**config.mk**
```make
export PLATFORM = sky130hd
export DESIGN_NAME = i2c_step_master
export DESIGN_NICKNAME = d
export VERILOG_FILES = /design/src/rtl/i2cb_pkg.sv /design/src/rtl/i2cb_halfper.sv /design/src/rtl/i2cb_shift.sv /design/src/rtl/i2c_step_master.sv
export SDC_FILE = /design/constraint.sdc
export NUM_CORES = 1
export LEC_CHECK = 0
export ABC_AREA = 1
export BUFFER_PORTS_ARGS = -buffer_cell sky130_fd_sc_hd__buf_2
export CORE_UTILIZATION = 46
export DETAILED_ROUTE_END_ITERATION = 8
export SYNTH_ARGS = -nofsm -noshare
export SYNTH_HDL_FRONTEND = slang
export SYNTH_SLANG_ARGS = --single-unit
```
**constraint.sdc**
```tcl
create_clock -name clk -period 4.7 [get_ports clk]
set_clock_uncertainty 0.05 [all_clocks]
set_input_delay 0.235 -clock clk [delete_from_list [all_inputs] [get_ports clk]]
set_output_delay 0.235 -clock clk [all_outputs]
set_load 0.01 [all_outputs]
```
**src/rtl/i2cb_pkg.sv**
```systemverilog
package i2cb_pkg;

    typedef enum logic [2:0] {
        S_IDLE,
        S_START,
        S_STOP,
        S_BIT,
        S_ACK
    } eng_state_e;

    typedef logic [4:0] code_t;

    typedef struct packed {
        logic scl_low;
        logic sda_low;
    } line_drive_t;

    localparam code_t C_START   = 5'h01;
    localparam code_t C_RSTART  = 5'h02;
    localparam code_t C_AW_ACK  = 5'h03;
    localparam code_t C_AW_NAK  = 5'h04;
    localparam code_t C_DT_ACK  = 5'h05;
    localparam code_t C_DT_NAK  = 5'h06;
    localparam code_t C_ARB     = 5'h07;
    localparam code_t C_AR_ACK  = 5'h08;
    localparam code_t C_AR_NAK  = 5'h09;
    localparam code_t C_RX_ACK  = 5'h0A;
    localparam code_t C_RX_NAK  = 5'h0B;
    localparam code_t C_NONE    = 5'h1F;

    localparam int CB_FLAG  = 7;
    localparam int CB_ACKEN = 6;
    localparam int CB_STA   = 5;
    localparam int CB_STO   = 4;
    localparam int CB_EN    = 2;

    localparam logic [1:0] RA_CTRL = 2'd0;
    localparam logic [1:0] RA_STAT = 2'd1;
    localparam logic [1:0] RA_DATA = 2'd2;
    localparam logic [1:0] RA_RATE = 2'd3;

    function automatic int unsigned half_cycles(int unsigned rate, int unsigned scale);
        return 32'd8 + (rate << (2 * scale));
    endfunction

endpackage

```
**src/rtl/i2cb_halfper.sv**
```systemverilog
module i2cb_halfper #(
    parameter int BRW  = 8,
    parameter int CNTW = 16
) (
    input  logic           clk,
    input  logic           rst,
    input  logic           restart,
    input  logic [BRW-1:0] rate,
    input  logic [1:0]     scale,
    output logic           tick
);
    logic [CNTW-1:0] cnt;
    logic [CNTW-1:0] reload;

    always_comb reload = CNTW'(i2cb_pkg::half_cycles(32'(rate), 32'(scale)) - 32'd1);

    assign tick = (cnt == '0) && !restart;

    always_ff @(posedge clk) begin
        if (rst || restart)
            cnt <= reload;
        else if (cnt == '0)
            cnt <= reload;
        else
            cnt <= cnt - 1'b1;
    end
endmodule

```
**src/rtl/i2cb_shift.sv**
```systemverilog
module i2cb_shift #(
    parameter int W = 8
) (
    input  logic         clk,
    input  logic         rst,
    input  logic         load,
    input  logic [W-1:0] load_val,
    input  logic         shift,
    input  logic         sin,
    output logic [W-1:0] q,
    output logic         last
);
    localparam int CW = $clog2(W + 1);
    logic [CW-1:0] cnt;

    assign last = (cnt == CW'(W - 1));

    always_ff @(posedge clk) begin
        if (rst) begin
            q   <= '0;
            cnt <= '0;
        end else if (load) begin
            q   <= load_val;
            cnt <= '0;
        end else if (shift) begin
            q   <= {q[W-2:0], sin};
            cnt <= cnt + 1'b1;
        end
    end
endmodule

```
**src/rtl/i2c_step_master.sv**
```systemverilog
module i2c_step_master
    import i2cb_pkg::*;
#(
    parameter int DW   = 8,
    parameter int BRW  = 8,
    parameter int CNTW = 16
) (
    input  logic          clk,
    input  logic          rst,
    input  logic          reg_we,
    input  logic [1:0]    reg_addr,
    input  logic [DW-1:0] reg_wdata,
    output logic [DW-1:0] reg_rdata,
    output logic          irq_o,
    output logic          scl_oe_o,
    output logic          sda_oe_o,
    input  logic          sda_i
);
    eng_state_e     state;
    logic [1:0]     ph;
    logic           hi;
    logic           ctl_en, ctl_ea, ctl_sta, ctl_sto;
    logic           flag;
    code_t          code;
    logic [1:0]     presc;
    logic [BRW-1:0] rate_q;
    logic [DW-1:0]  data_q;
    logic           owned, rx_mode, addr_phase;
    logic           scl_hold, sda_hold;
    line_drive_t    drv;

    logic           tick, sh_last;
    logic [DW-1:0]  sh_q;

    wire wr_ctrl   = reg_we && (reg_addr == RA_CTRL);
    wire busy      = (state != S_IDLE);
    wire launch    = wr_ctrl && reg_wdata[CB_FLAG] && reg_wdata[CB_EN] && !busy;
    wire go_byte   = launch && !reg_wdata[CB_STO] && !reg_wdata[CB_STA] && owned;
    wire bit_end   = (state == S_BIT) && hi && tick && ctl_en;
    wire lost_now  = bit_end && !rx_mode && sh_q[DW-1] && !sda_i;
    wire bus_ack   = !sda_i;

    i2cb_halfper #(.BRW(BRW), .CNTW(CNTW)) i_div (
        .clk(clk), .rst(rst), .restart(launch),
        .rate(rate_q), .scale(presc), .tick(tick)
    );

    i2cb_shift #(.W(DW)) i_shift (
        .clk(clk), .rst(rst),
        .load(go_byte), .load_val(rx_mode ? '0 : data_q),
        .shift(bit_end && !lost_now), .sin(sda_i),
        .q(sh_q), .last(sh_last)
    );

    always_ff @(posedge clk) begin
        if (rst) begin
            state <= S_IDLE;   ph <= '0;        hi <= 1'b0;
            ctl_en <= 1'b0;    ctl_ea <= 1'b0;  ctl_sta <= 1'b0; ctl_sto <= 1'b0;
            flag <= 1'b0;      code <= C_NONE;  presc <= '0;
            rate_q <= '0;      data_q <= '0;
            owned <= 1'b0;     rx_mode <= 1'b0; addr_phase <= 1'b0;
            scl_hold <= 1'b0;  sda_hold <= 1'b0;
        end else begin
            if (wr_ctrl) begin
                ctl_ea  <= reg_wdata[CB_ACKEN];
                ctl_sta <= reg_wdata[CB_STA];
                ctl_sto <= reg_wdata[CB_STO];
                ctl_en  <= reg_wdata[CB_EN];
                if (reg_wdata[CB_FLAG]) begin
                    flag <= 1'b0;
                    code <= C_NONE;
                end
            end
            if (reg_we && reg_addr == RA_STAT) presc  <= reg_wdata[1:0];
            if (reg_we && reg_addr == RA_DATA) data_q <= reg_wdata;
            if (reg_we && reg_addr == RA_RATE) rate_q <= BRW'(reg_wdata);

            if (!ctl_en) begin
                state <= S_IDLE; owned <= 1'b0; scl_hold <= 1'b0; sda_hold <= 1'b0;
            end else if (busy && tick) begin
                case (state)
                    S_START: begin
                        if (ph == 2'd3) begin
                            state <= S_IDLE;  flag <= 1'b1;
                            code <= owned ? C_RSTART : C_START;
                            owned <= 1'b1;    addr_phase <= 1'b1; rx_mode <= 1'b0;
                            scl_hold <= 1'b1; sda_hold <= 1'b1;   ctl_sta <= 1'b0;
                        end else ph <= ph + 1'b1;
                    end
                    S_STOP: begin
                        if (ph == 2'd2) begin
                            state <= S_IDLE;  owned <= 1'b0;
                            scl_hold <= 1'b0; sda_hold <= 1'b0;
                            ctl_sto <= 1'b0;  ctl_sta <= 1'b0;
                        end else ph <= ph + 1'b1;
                    end
                    S_BIT: begin
                        if (!hi) hi <= 1'b1;
                        else if (lost_now) begin
                            state <= S_IDLE;  flag <= 1'b1; code <= C_ARB;
                            owned <= 1'b0;    scl_hold <= 1'b0; sda_hold <= 1'b0;
                        end else begin
                            hi <= 1'b0;
                            if (sh_last) state <= S_ACK;
                        end
                    end
                    S_ACK: begin
                        if (!hi) hi <= 1'b1;
                        else begin
                            state <= S_IDLE;  flag <= 1'b1;
                            scl_hold <= 1'b1; sda_hold <= 1'b0;
                            if (rx_mode) begin
                                data_q <= sh_q;
                                code   <= ctl_ea ? C_RX_ACK : C_RX_NAK;
                            end else if (addr_phase) begin
                                addr_phase <= 1'b0;
                                if (data_q[0]) begin
                                    rx_mode <= 1'b1;
                                    code    <= bus_ack ? C_AR_ACK : C_AR_NAK;
                                end else
                                    code    <= bus_ack ? C_AW_ACK : C_AW_NAK;
                            end else
                                code <= bus_ack ? C_DT_ACK : C_DT_NAK;
                        end
                    end
                    default: state <= S_IDLE;
                endcase
            end

            if (launch) begin
                ph <= '0;
                hi <= 1'b0;
                if (reg_wdata[CB_STO])      state <= S_STOP;
                else if (reg_wdata[CB_STA]) state <= S_START;
                else if (owned)             state <= S_BIT;
            end
        end
    end

    always_comb begin
        drv.scl_low = scl_hold;
        drv.sda_low = sda_hold;
        case (state)
            S_START: begin
                drv.scl_low = (ph == 2'd0) || (ph == 2'd3);
                drv.sda_low = (ph >= 2'd2);
            end
            S_STOP: begin
                drv.scl_low = (ph == 2'd0);
                drv.sda_low = (ph != 2'd2);
            end
            S_BIT: begin
                drv.scl_low = !hi;
                drv.sda_low = !rx_mode && !sh_q[DW-1];
            end
            S_ACK: begin
                drv.scl_low = !hi;
                drv.sda_low = rx_mode && ctl_ea;
            end
            default: ;
        endcase
    end

    assign scl_oe_o = drv.scl_low;
    assign sda_oe_o = drv.sda_low;
    assign irq_o    = flag;

    always_comb begin
        case (reg_addr)
            RA_CTRL: reg_rdata = DW'({flag, ctl_ea, ctl_sta, ctl_sto, 1'b0, ctl_en, 2'b00});
            RA_STAT: reg_rdata = DW'({code, 1'b0, presc});
            RA_DATA: reg_rdata = data_q;
            default: reg_rdata = DW'(rate_q);
        endcase
    end

    // the code shows "no state" exactly when the flag is low
    p_flag_code_r7: assert property (@(posedge clk) disable iff (rst)
        flag != (code == C_NONE));

    // a pending event keeps SCL low
    p_hold_scl_r6: assert property (@(posedge clk) disable iff (rst)
        (flag && $past(flag) && code != C_ARB && ctl_en && $past(ctl_en)) |-> scl_oe_o);

    // finishing a stop frees the bus without an event
    p_stop_done_r8: assert property (@(posedge clk) disable iff (rst)
        (state == S_STOP && ph == 2'd2 && tick && ctl_en && !reg_we)
        |=> (!scl_oe_o && !sda_oe_o && !ctl_sto && !flag));

    // disabled engine leaves both lines alone
    p_disabled_r11: assert property (@(posedge clk) disable iff (rst)
        (!ctl_en && $past(!ctl_en)) |-> (!scl_oe_o && !sda_oe_o));

    // no SDA edge while SCL is released inside a byte
    p_sda_stable_r12: assert property (@(posedge clk) disable iff (rst)
        ((state == S_BIT || state == S_ACK) && ($past(state) == S_BIT || $past(state) == S_ACK)
         && !scl_oe_o && $past(!scl_oe_o)) |-> $stable(sda_oe_o));
endmodule

```
==> results.rst, run 1 <==
.. list-table::
   :header-rows: 1

   * - Metric
     - Value
   * - Net count, final
     - 675
   * - Synth Instances
     - 632
   * - Die boundary height
     - 97.84 µm
   * - Via count of the first global-routing pass
     - 3877
   * - Category of the most critical setup path
     - flop to output port
   * - Total power per unit cell area
     - slightly below 300 mW/mm²
   * - Internal power
     - 0.0009695 W
   * - Maximum number of pins on one net before global-route repair
     - 33
   * - Num Clock Sinks
     - 67
   * - Post-synthesis compound-gate area fraction
     - 17.89%
   * - Flops & latches, synth
     - 67
   * - Post CTS Setup Buffer Count
     - 0
   * - Core area
     - 0.008806 mm²
   * - CTS H-Tree Depth
     - 3
   * - Proportion of layout cells with a drive suffix above 1
     - 12.79%
   * - Failing checks
     - design-rule violations
   * - Area of the multi-input gates
     - 0.002474 mm²
   * - Share of synthesized flip-flops with an asynchronous set or reset
     - 0%
   * - Largest cells by area after synthesis
     - sky130_fd_sc_hd__dfxtp_1 (32%), sky130_fd_sc_hd__nand2_1 (13%), sky130_fd_sc_hd__o21ai_0 (7.0%)
   * - Most frequently used flop master after synthesis
     - sky130_fd_sc_hd__dfxtp_1
   * - Grt ovf
     - 0
   * - Hold_ws
     - 0.1657 ns
   * - Total of endpoints with negative setup slack in the final report
     - 0
   * - CTS clock-pin slew for the worst setup and hold paths
     - 0.08 ns
   * - Worst slew margin
     - 31.20%
   * - Mean instance size in the synthesized netlist
     - 6.686 µm²
   * - Worst Max-Slew Pin Slew
     - 1.031 ns
   * - Sort of element at the end of the critical path
     - output port
   * - Highest ir drop seen on vdd
     - 0.1443 mV
   * - Insertion delay of the later-clocked pin in the worst-skew pair
     - 0.35 ns
   * - Largest family of logic cells by synthesized area
     - simple AND/OR/NAND/NOR gates
   * - Area delta synth->final
     - 9.002%
   * - Number of antenna violations at the first check in global routing
     - 0
   * - Yosys warning total
     - 0
   * - Share of the yosys chip area belonging to registers
     - 31.74%
   * - Final weighted congestion of routability-driven global placement
     - 0.9797
   * - TritonCTS Buffers
     - 9
   * - CP Data Required Time
     - 4.41 ns
   * - Longest Clk Path Bufs
     - 2
   * - Max-cap check violation count
     - 0
   * - WP data arrival
     - around 2.0 ns
   * - Top library cells by usage in the layout, fill and taps aside
     - sky130_fd_sc_hd__nand2_1 (148), sky130_fd_sc_hd__inv_1 (74), sky130_fd_sc_hd__dfxtp_1 (67)
   * - Clock Tree Root
     - sky130_fd_sc_hd__clkbuf_8
   * - Average routed wire per standard cell
     - 15.25 µm
   * - Drt drc
     - 2
   * - Worst-path maximum fanout
     - 6
   * - Total GRT Usage
     - 25.31%
   * - Fill cells
     - 901
   * - Fraction of the cycle the final worst path needs
     - a little under half
   * - Final Critical Period
     - 2.249 ns
   * - Detailed router's first-iteration violation count
     - about 210
   * - Synthesized net count
     - 655
   * - Number of diodes
     - 0
   * - Setup repair after global routing missed its margin
     - no
   * - Total chip power
     - approximately 0.0014 W
   * - Maximum operating frequency
     - about 440 MHz
   * - Number of buffers inserted for hold repair after clock tree synthesis
     - 0
   * - Final sum of negative setup slack
     - 0 ns
   * - Count of flip-flops with a built-in enable after synthesis
     - 0
   * - Resized cells post-CTS
     - 0
   * - Static Leakage
     - 2.032 nW
   * - Leading cell type in the layout, fill and taps excluded
     - sky130_fd_sc_hd__nand2_1
   * - Category of the worst setup path launch point
     - flop
   * - HP Class
     - primary input to flop
   * - Synth Area in XOR/XNOR
     - ~2.9%
   * - Ports placed on the boundary
     - 25
   * - Proportion of netlist area held by the largest area contributor
     - 31.74%
   * - Run status
     - complete, but fails checks
   * - Clock network power share
     - 41.2%
   * - Die Width
     - 97.84 µm
   * - Gate power share
     - 13.1%
   * - Number of cell rows
     - 34
   * - Final Routed Wirelength
     - approximately 12000 µm
   * - Seq. cell area
     - around 0.0013 mm²
   * - Port Buffers
     - 24
   * - Clock tree from TritonCTS
     - built
   * - Max-slew violation count
     - 0
   * - Power dissipated by switching net loads
     - 0.0003878 W
   * - Post-route ant nets
     - 0
   * - Wire length of the first global-routing pass
     - 19260 µm
   * - Overall die area
     - about 0.0096 mm²
   * - Detailed-placement wirelength estimate
     - 8979 µm
   * - Detailed Routing Iterations Pass 1
     - 8
   * - Synthesized-area fraction occupied by adder cells
     - roughly 2.7%
   * - Switching share of power
     - around 29%
   * - Post-synthesis cell type count
     - 49
   * - Initial cell density of the core
     - 47.98%
   * - Netlist area before placement
     - 0.004225 mm²
   * - Routed via count
     - ~4200
   * - Ratio of routed vias to standard cells
     - roughly 5.5
   * - Final Hold Vio Count
     - 0
   * - Largest area contributor in the synthesized netlist
     - sky130_fd_sc_hd__dfxtp_1
   * - Share of synthesized area spent on multiplexers
     - 0.2369%
   * - Area fraction in and, or, nand and nor cells after synthesis
     - between 30% and 40%
   * - Sequential cell fraction of total power
     - a little under half
## cell usage after synthesis (all sizes together) (2+ instances only)
cell type,number
a21oi,39
nand3,56
xor2,4
o22ai,2
o21ai,67
inv,81
a211oi,2
xnor2,10
nor3,6
buf,8
o2111ai,3
dfxtp,67
nand2,157
nor2,74
ha,9
nand4,10
o221ai,2
o211ai,3
a221oi,4
clkbuf,7
or2,4
a31oi,9
## stage by stage
step	utilization, %	area [µm²]	std cells	setup slack (ns)
after detailed placement	49.73	4379	749	2.521
after floorplan	-	4225	632	3.034
final	52.30	4606	765	2.451
after global placement	49.73	4379	749	2.510
after global routing	52.30	4606	765	2.251
after CTS	52.30	4606	765	2.478
## power by group through the flow
stage / logic, W / clock network, W / registers (W)
6_report: 0.000177 / 0.000559 / 0.000621
5_1_grt: 0.000200 / 0.000591 / 0.000624
4_1_cts: 0.000178 / 0.000568 / 0.000621
3_5_place_dp: 0.000177 / 0 / 0.000634
3_3_place_gp: 0.000175 / 0 / 0.000633
2_1_floorplan: 0.000136 / 0 / 0.000624
## registers in the layout, summed over array words and instances, names as in the netlist, 2 cells and up
register	cells
i_div.cnt	16
code	5
ph	2
data_q	8
state	3
rate_q	8
i_shift.q	8
i_shift.cnt	4
presc	2
## metal layers
metal / vias to the layer above / track usage [%] / wire length (µm)
met2: 117 / 43.07 / 5569
met1: 1919 / 32.61 / 5386
met4: 0 / 7.809 / 136
met5: - / 0 / 0
li1: 2125 / - / -
met3: 13 / 4.295 / 573
## cell type report
class | count | area share, %
Inverter | 82 | 6.710
Tap cell | 108 | 2.934
Multi-Input combinational cell | 468 | 53.71
Sequential cell | 67 | 29.12
Timing Repair Buffer | 24 | 2.608
Clock buffer | 10 | 2.988
Clock inverter | 6 | 1.929
## kinds of logic after synthesis
logic type / after synthesis
simple gates: 309
xor+xnor: 14
buf+inv: 97
flops: 67
compound gates: 135
fa+ha+maj: 9
mux: 1
## critical path, cell delays in order (launching register included)
cell and delay [ns]:
sky130_fd_sc_hd__dfxtp_1 0.35, sky130_fd_sc_hd__inv_2 0.10, sky130_fd_sc_hd__nand2_1 0.13, sky130_fd_sc_hd__inv_1 0.09, sky130_fd_sc_hd__nand2_1 0.15, sky130_fd_sc_hd__o311ai_0 0.48
sky130_fd_sc_hd__o22a_1 0.20, sky130_fd_sc_hd__buf_2 0.12
## worst paths after layout
check             depth (start not counted)            end  slack (ns)         start
setup / recovery                          7       sda_oe_o        2.45      state[2]
hold / removal                            3      rate_q[1]        0.17  reg_wdata[1]
setup reg to reg                         10  i_div.cnt[10]        2.48      presc[1]
hold reg to reg                           2       scl_hold        0.42      scl_hold
(Power assumes the default switching activity.)
==> run 2, diff against run 1 <==
clock period = 2.1 ns   (was 4.7 ns; I/O delays follow)
==> run 2 against run 1 <==
The run still ends with design-rule violations left. Count of clock-buffer cells in the layout is 2 higher. Critical path depth is 1 higher. Sequential share of layout area is 0.55 points lower. Worst setup slack worse by 2.3 ns. Largest power group unchanged.
==> results.rst, run 2 (synthesis results as in run 1) <==
.. list-table::
   :header-rows: 1

   * - Metric
     - Value
   * - Net count, final
     - 688 (+1.9%)
   * - Die Width
     - 97.84 µm (unchanged)
   * - Maximum operating frequency
     - 513.9 MHz
   * - Final Hold Vio Count
     - 0 (unchanged)
   * - Final weighted congestion of routability-driven global placement
     - 0.9245 (-5.6%)
   * - Final Routed Wirelength
     - 11740 µm (+0.63%)
   * - Die boundary height
     - 97.84 µm (unchanged)
   * - CTS clock-pin slew for the worst setup and hold paths
     - 0.08 ns (about the same)
   * - CTS H-Tree Depth
     - 3 (unchanged)
   * - Average routed wire per standard cell
     - 15.13 µm (-0.79%)
   * - Top library cells by usage in the layout, fill and taps aside
     - sky130_fd_sc_hd__nand2_1 (146), sky130_fd_sc_hd__inv_1 (74), sky130_fd_sc_hd__dfxtp_1 (66)
   * - Insertion delay of the later-clocked pin in the worst-skew pair
     - 0.34 ns (about the same)
   * - Internal power
     - 0.002201 W (+130%)
   * - Area delta synth->final
     - 11.22%
   * - Final sum of negative setup slack
     - 0 ns (unchanged)
   * - Wire length of the first global-routing pass
     - 19480 µm (+1.1%)
   * - Drt drc
     - 2 (unchanged)
   * - Category of the most critical setup path
     - flop to output port
   * - Area of the multi-input gates
     - 0.002487 mm² (+0.56%)
   * - Proportion of layout cells with a drive suffix above 1
     - 14.67% (+1.9 points)
   * - Initial cell density of the core
     - 47.98% (unchanged)
   * - Detailed-placement wirelength estimate
     - 9348 µm (+4.1%)
   * - Number of cell rows
     - 34 (unchanged)
   * - Number of antenna violations at the first check in global routing
     - 0 (unchanged)
   * - Fraction of the cycle the final worst path needs
     - 92.66%
   * - Grt ovf
     - 0 (unchanged)
   * - Num Clock Sinks
     - 67 (unchanged)
   * - Fill cells
     - 924 (+2.6%)
   * - Via count of the first global-routing pass
     - 3905 (+0.72%)
   * - End point of the critical path
     - sda_oe_o
   * - Gate power share
     - 13.7% (+0.6 points)
   * - Worst reg2reg path depth
     - 11 (+1)
   * - Leading cell type in the layout, fill and taps excluded
     - sky130_fd_sc_hd__nand2_1
   * - Number of diodes
     - 0 (unchanged)
   * - Worst reg-to-reg setup slack
     - 0.21 ns (-2.27 ns)
   * - Seq. cell area
     - 0.001343 mm² (about the same)
   * - Switching share of power
     - 26.19% (-2.4 points)
   * - End of the worst register-to-register path
     - ctl_sto
   * - WP data arrival
     - 1.79 ns (-0.17 ns)
   * - Clock tree from TritonCTS
     - built
   * - TritonCTS Buffers
     - 9 (unchanged)
   * - Worst Max-Slew Pin Slew
     - 0.4943 ns (-0.5366 ns)
   * - Fin worst setup slack
     - 0.1540 ns (-2.297 ns)
   * - Longest Clk Path Bufs
     - 2 (unchanged)
   * - Routed via count
     - 4204 (+0.72%)
   * - Post-route ant nets
     - 0 (unchanged)
   * - Power dissipated by switching net loads
     - 0.0007809 W (+100%)
   * - Setup repair after global routing missed its margin
     - no
   * - Register with the most flip-flops
     - i_div.cnt
   * - Worst-path maximum fanout
     - 7 (+1)
   * - Overall die area
     - 0.009573 mm² (unchanged)
   * - Static Leakage
     - 2.093 nW (+3.0%)
   * - Clock network power share
     - 39.8% (-1.4 points)
   * - Highest ir drop seen on vdd
     - 0.3642 mV (+150%)
   * - Total of endpoints with negative setup slack in the final report
     - 0 (unchanged)
   * - Core area
     - 0.008806 mm² (unchanged)
   * - Number of flip-flops under the largest register name
     - 16 (unchanged)
   * - Max-cap check violation count
     - 0 (unchanged)
   * - HP Class
     - primary input to flop
   * - Max-slew violation count
     - 0 (unchanged)
   * - Critical path launch point
     - state[0]
   * - Total GRT Usage
     - 25.76% (+0.45 points)
   * - Final Critical Period
     - 1.946 ns
   * - Category of the worst setup path launch point
     - flop
   * - Detailed Routing Iterations Pass 1
     - 7 (-1)
   * - Port Buffers
     - 24 (unchanged)
   * - Sort of element at the end of the critical path
     - output port
   * - Clock Tree Root
     - sky130_fd_sc_hd__clkbuf_8
   * - Ports placed on the boundary
     - 25 (unchanged)
   * - Total power per unit cell area
     - 634.4 mW/mm² (+120%)
   * - Maximum number of pins on one net before global-route repair
     - 27 (-18%)
   * - CP Data Required Time
     - 1.95 ns (-2.46 ns)
   * - Worst slew margin
     - 66.95% (+36 points)
   * - Sequential cell fraction of total power
     - 46.5% (+0.8 points)
   * - Ratio of routed vias to standard cells
     - 5.418 (-0.71%)
   * - Run status
     - complete, but fails checks
   * - Failing checks
     - design-rule violations
   * - Origin of the critical flop-to-flop path
     - i_div.cnt[0]
   * - Setup Slack @ Placement
     - 0.2127 ns (-2.308 ns)
   * - Detailed router's first-iteration violation count
     - 249 (+19%)
## run 2: cell types whose count changed in the layout (fill, tap and decap cells not counted), sizes merged
cell      delta
clkinvlp     -2
buf         +12
clkbuf       +2
nor2         +1
clkinv       -2
## run 2: worst min path at each step
stage | cells past startpoint | to | start
floorplan | 2 | ctl_en | reg_wdata[2]
global placement | 3 | ctl_ea | reg_wdata[6]
detailed placement | 3 | ctl_ea | reg_wdata[6]
CTS | 4 | ph[0] | rst
global route | 3 | ctl_ea | reg_wdata[6]
finish | 3 | ctl_ea | reg_wdata[6]
## run 2: area by class of cell
class | instances | area share (%)
multi-input combinational | 469 | 52.93
clock inverter | 2 | 1.278
sequential | 67 | 28.57
inverter | 82 | 6.576
tap | 108 | 2.875
clock buffer | 12 | 3.301
timing repair buffer | 36 | 4.473
## run 2: metal layers
| metal | part of all wire [%] | wire length, µm | global-route usage (%) |
|---|---|---|---|
| met1 | 46 | 5442 | 33.67 |
| met2 | 47 | 5504 | 42.80 |
| met5 | 0 | 0 | 0 |
| met4 | 2.2 | 259 | 9.790 |
| met3 | 4.5 | 531 | 3.865 |
## run 2: per-stage QoR
stage | cells | total power (W) | hold slack [ns] | area [µm²] | util [%]
2_1_floorplan | 632 | 0.001702 | 0.1937 | 4225 | -
3_3_place_gp | 761 | 0.001818 | 0.3689 | 4469 | 50.75
3_5_place_dp | 761 | 0.001821 | 0.3764 | 4469 | 50.75
4_1_cts | 775 | 0.003012 | 0.02872 | 4684 | 53.20
5_1_grt | 776 | 0.003136 | 0.04614 | 4700 | 53.37
6_report | 776 | 0.002981 | 0.04559 | 4700 | 53.37
## run 2: critical path, cell delays in order, from the launching register on
cell,delay (ns)
sky130_fd_sc_hd__dfxtp_1,0.38
sky130_fd_sc_hd__nor2_2,0.21
sky130_fd_sc_hd__nand2_2,0.13
sky130_fd_sc_hd__inv_1,0.09
sky130_fd_sc_hd__buf_4,0.14
sky130_fd_sc_hd__nand3_1,0.07
sky130_fd_sc_hd__o311ai_1,0.13
sky130_fd_sc_hd__o22a_1,0.17
sky130_fd_sc_hd__buf_2,0.12
## run 2: what timing repair did
action	CTS	global route
setup endpoints to repair	0	5
gates resized for setup	0	5
buffers inserted	0	0
hold buffers	0	0
## run 2: power by group through the flow
stage                     registers (W)  logic, W  clock network [W]
after global routing            0.00139  0.000461            0.00128
after detailed placement        0.00141  0.000408                  0
after CTS                       0.00139  0.000409            0.00122
final                           0.00139  0.000407            0.00119
after global placement          0.00141  0.000404                  0
after floorplan                 0.00140  0.000305                  0
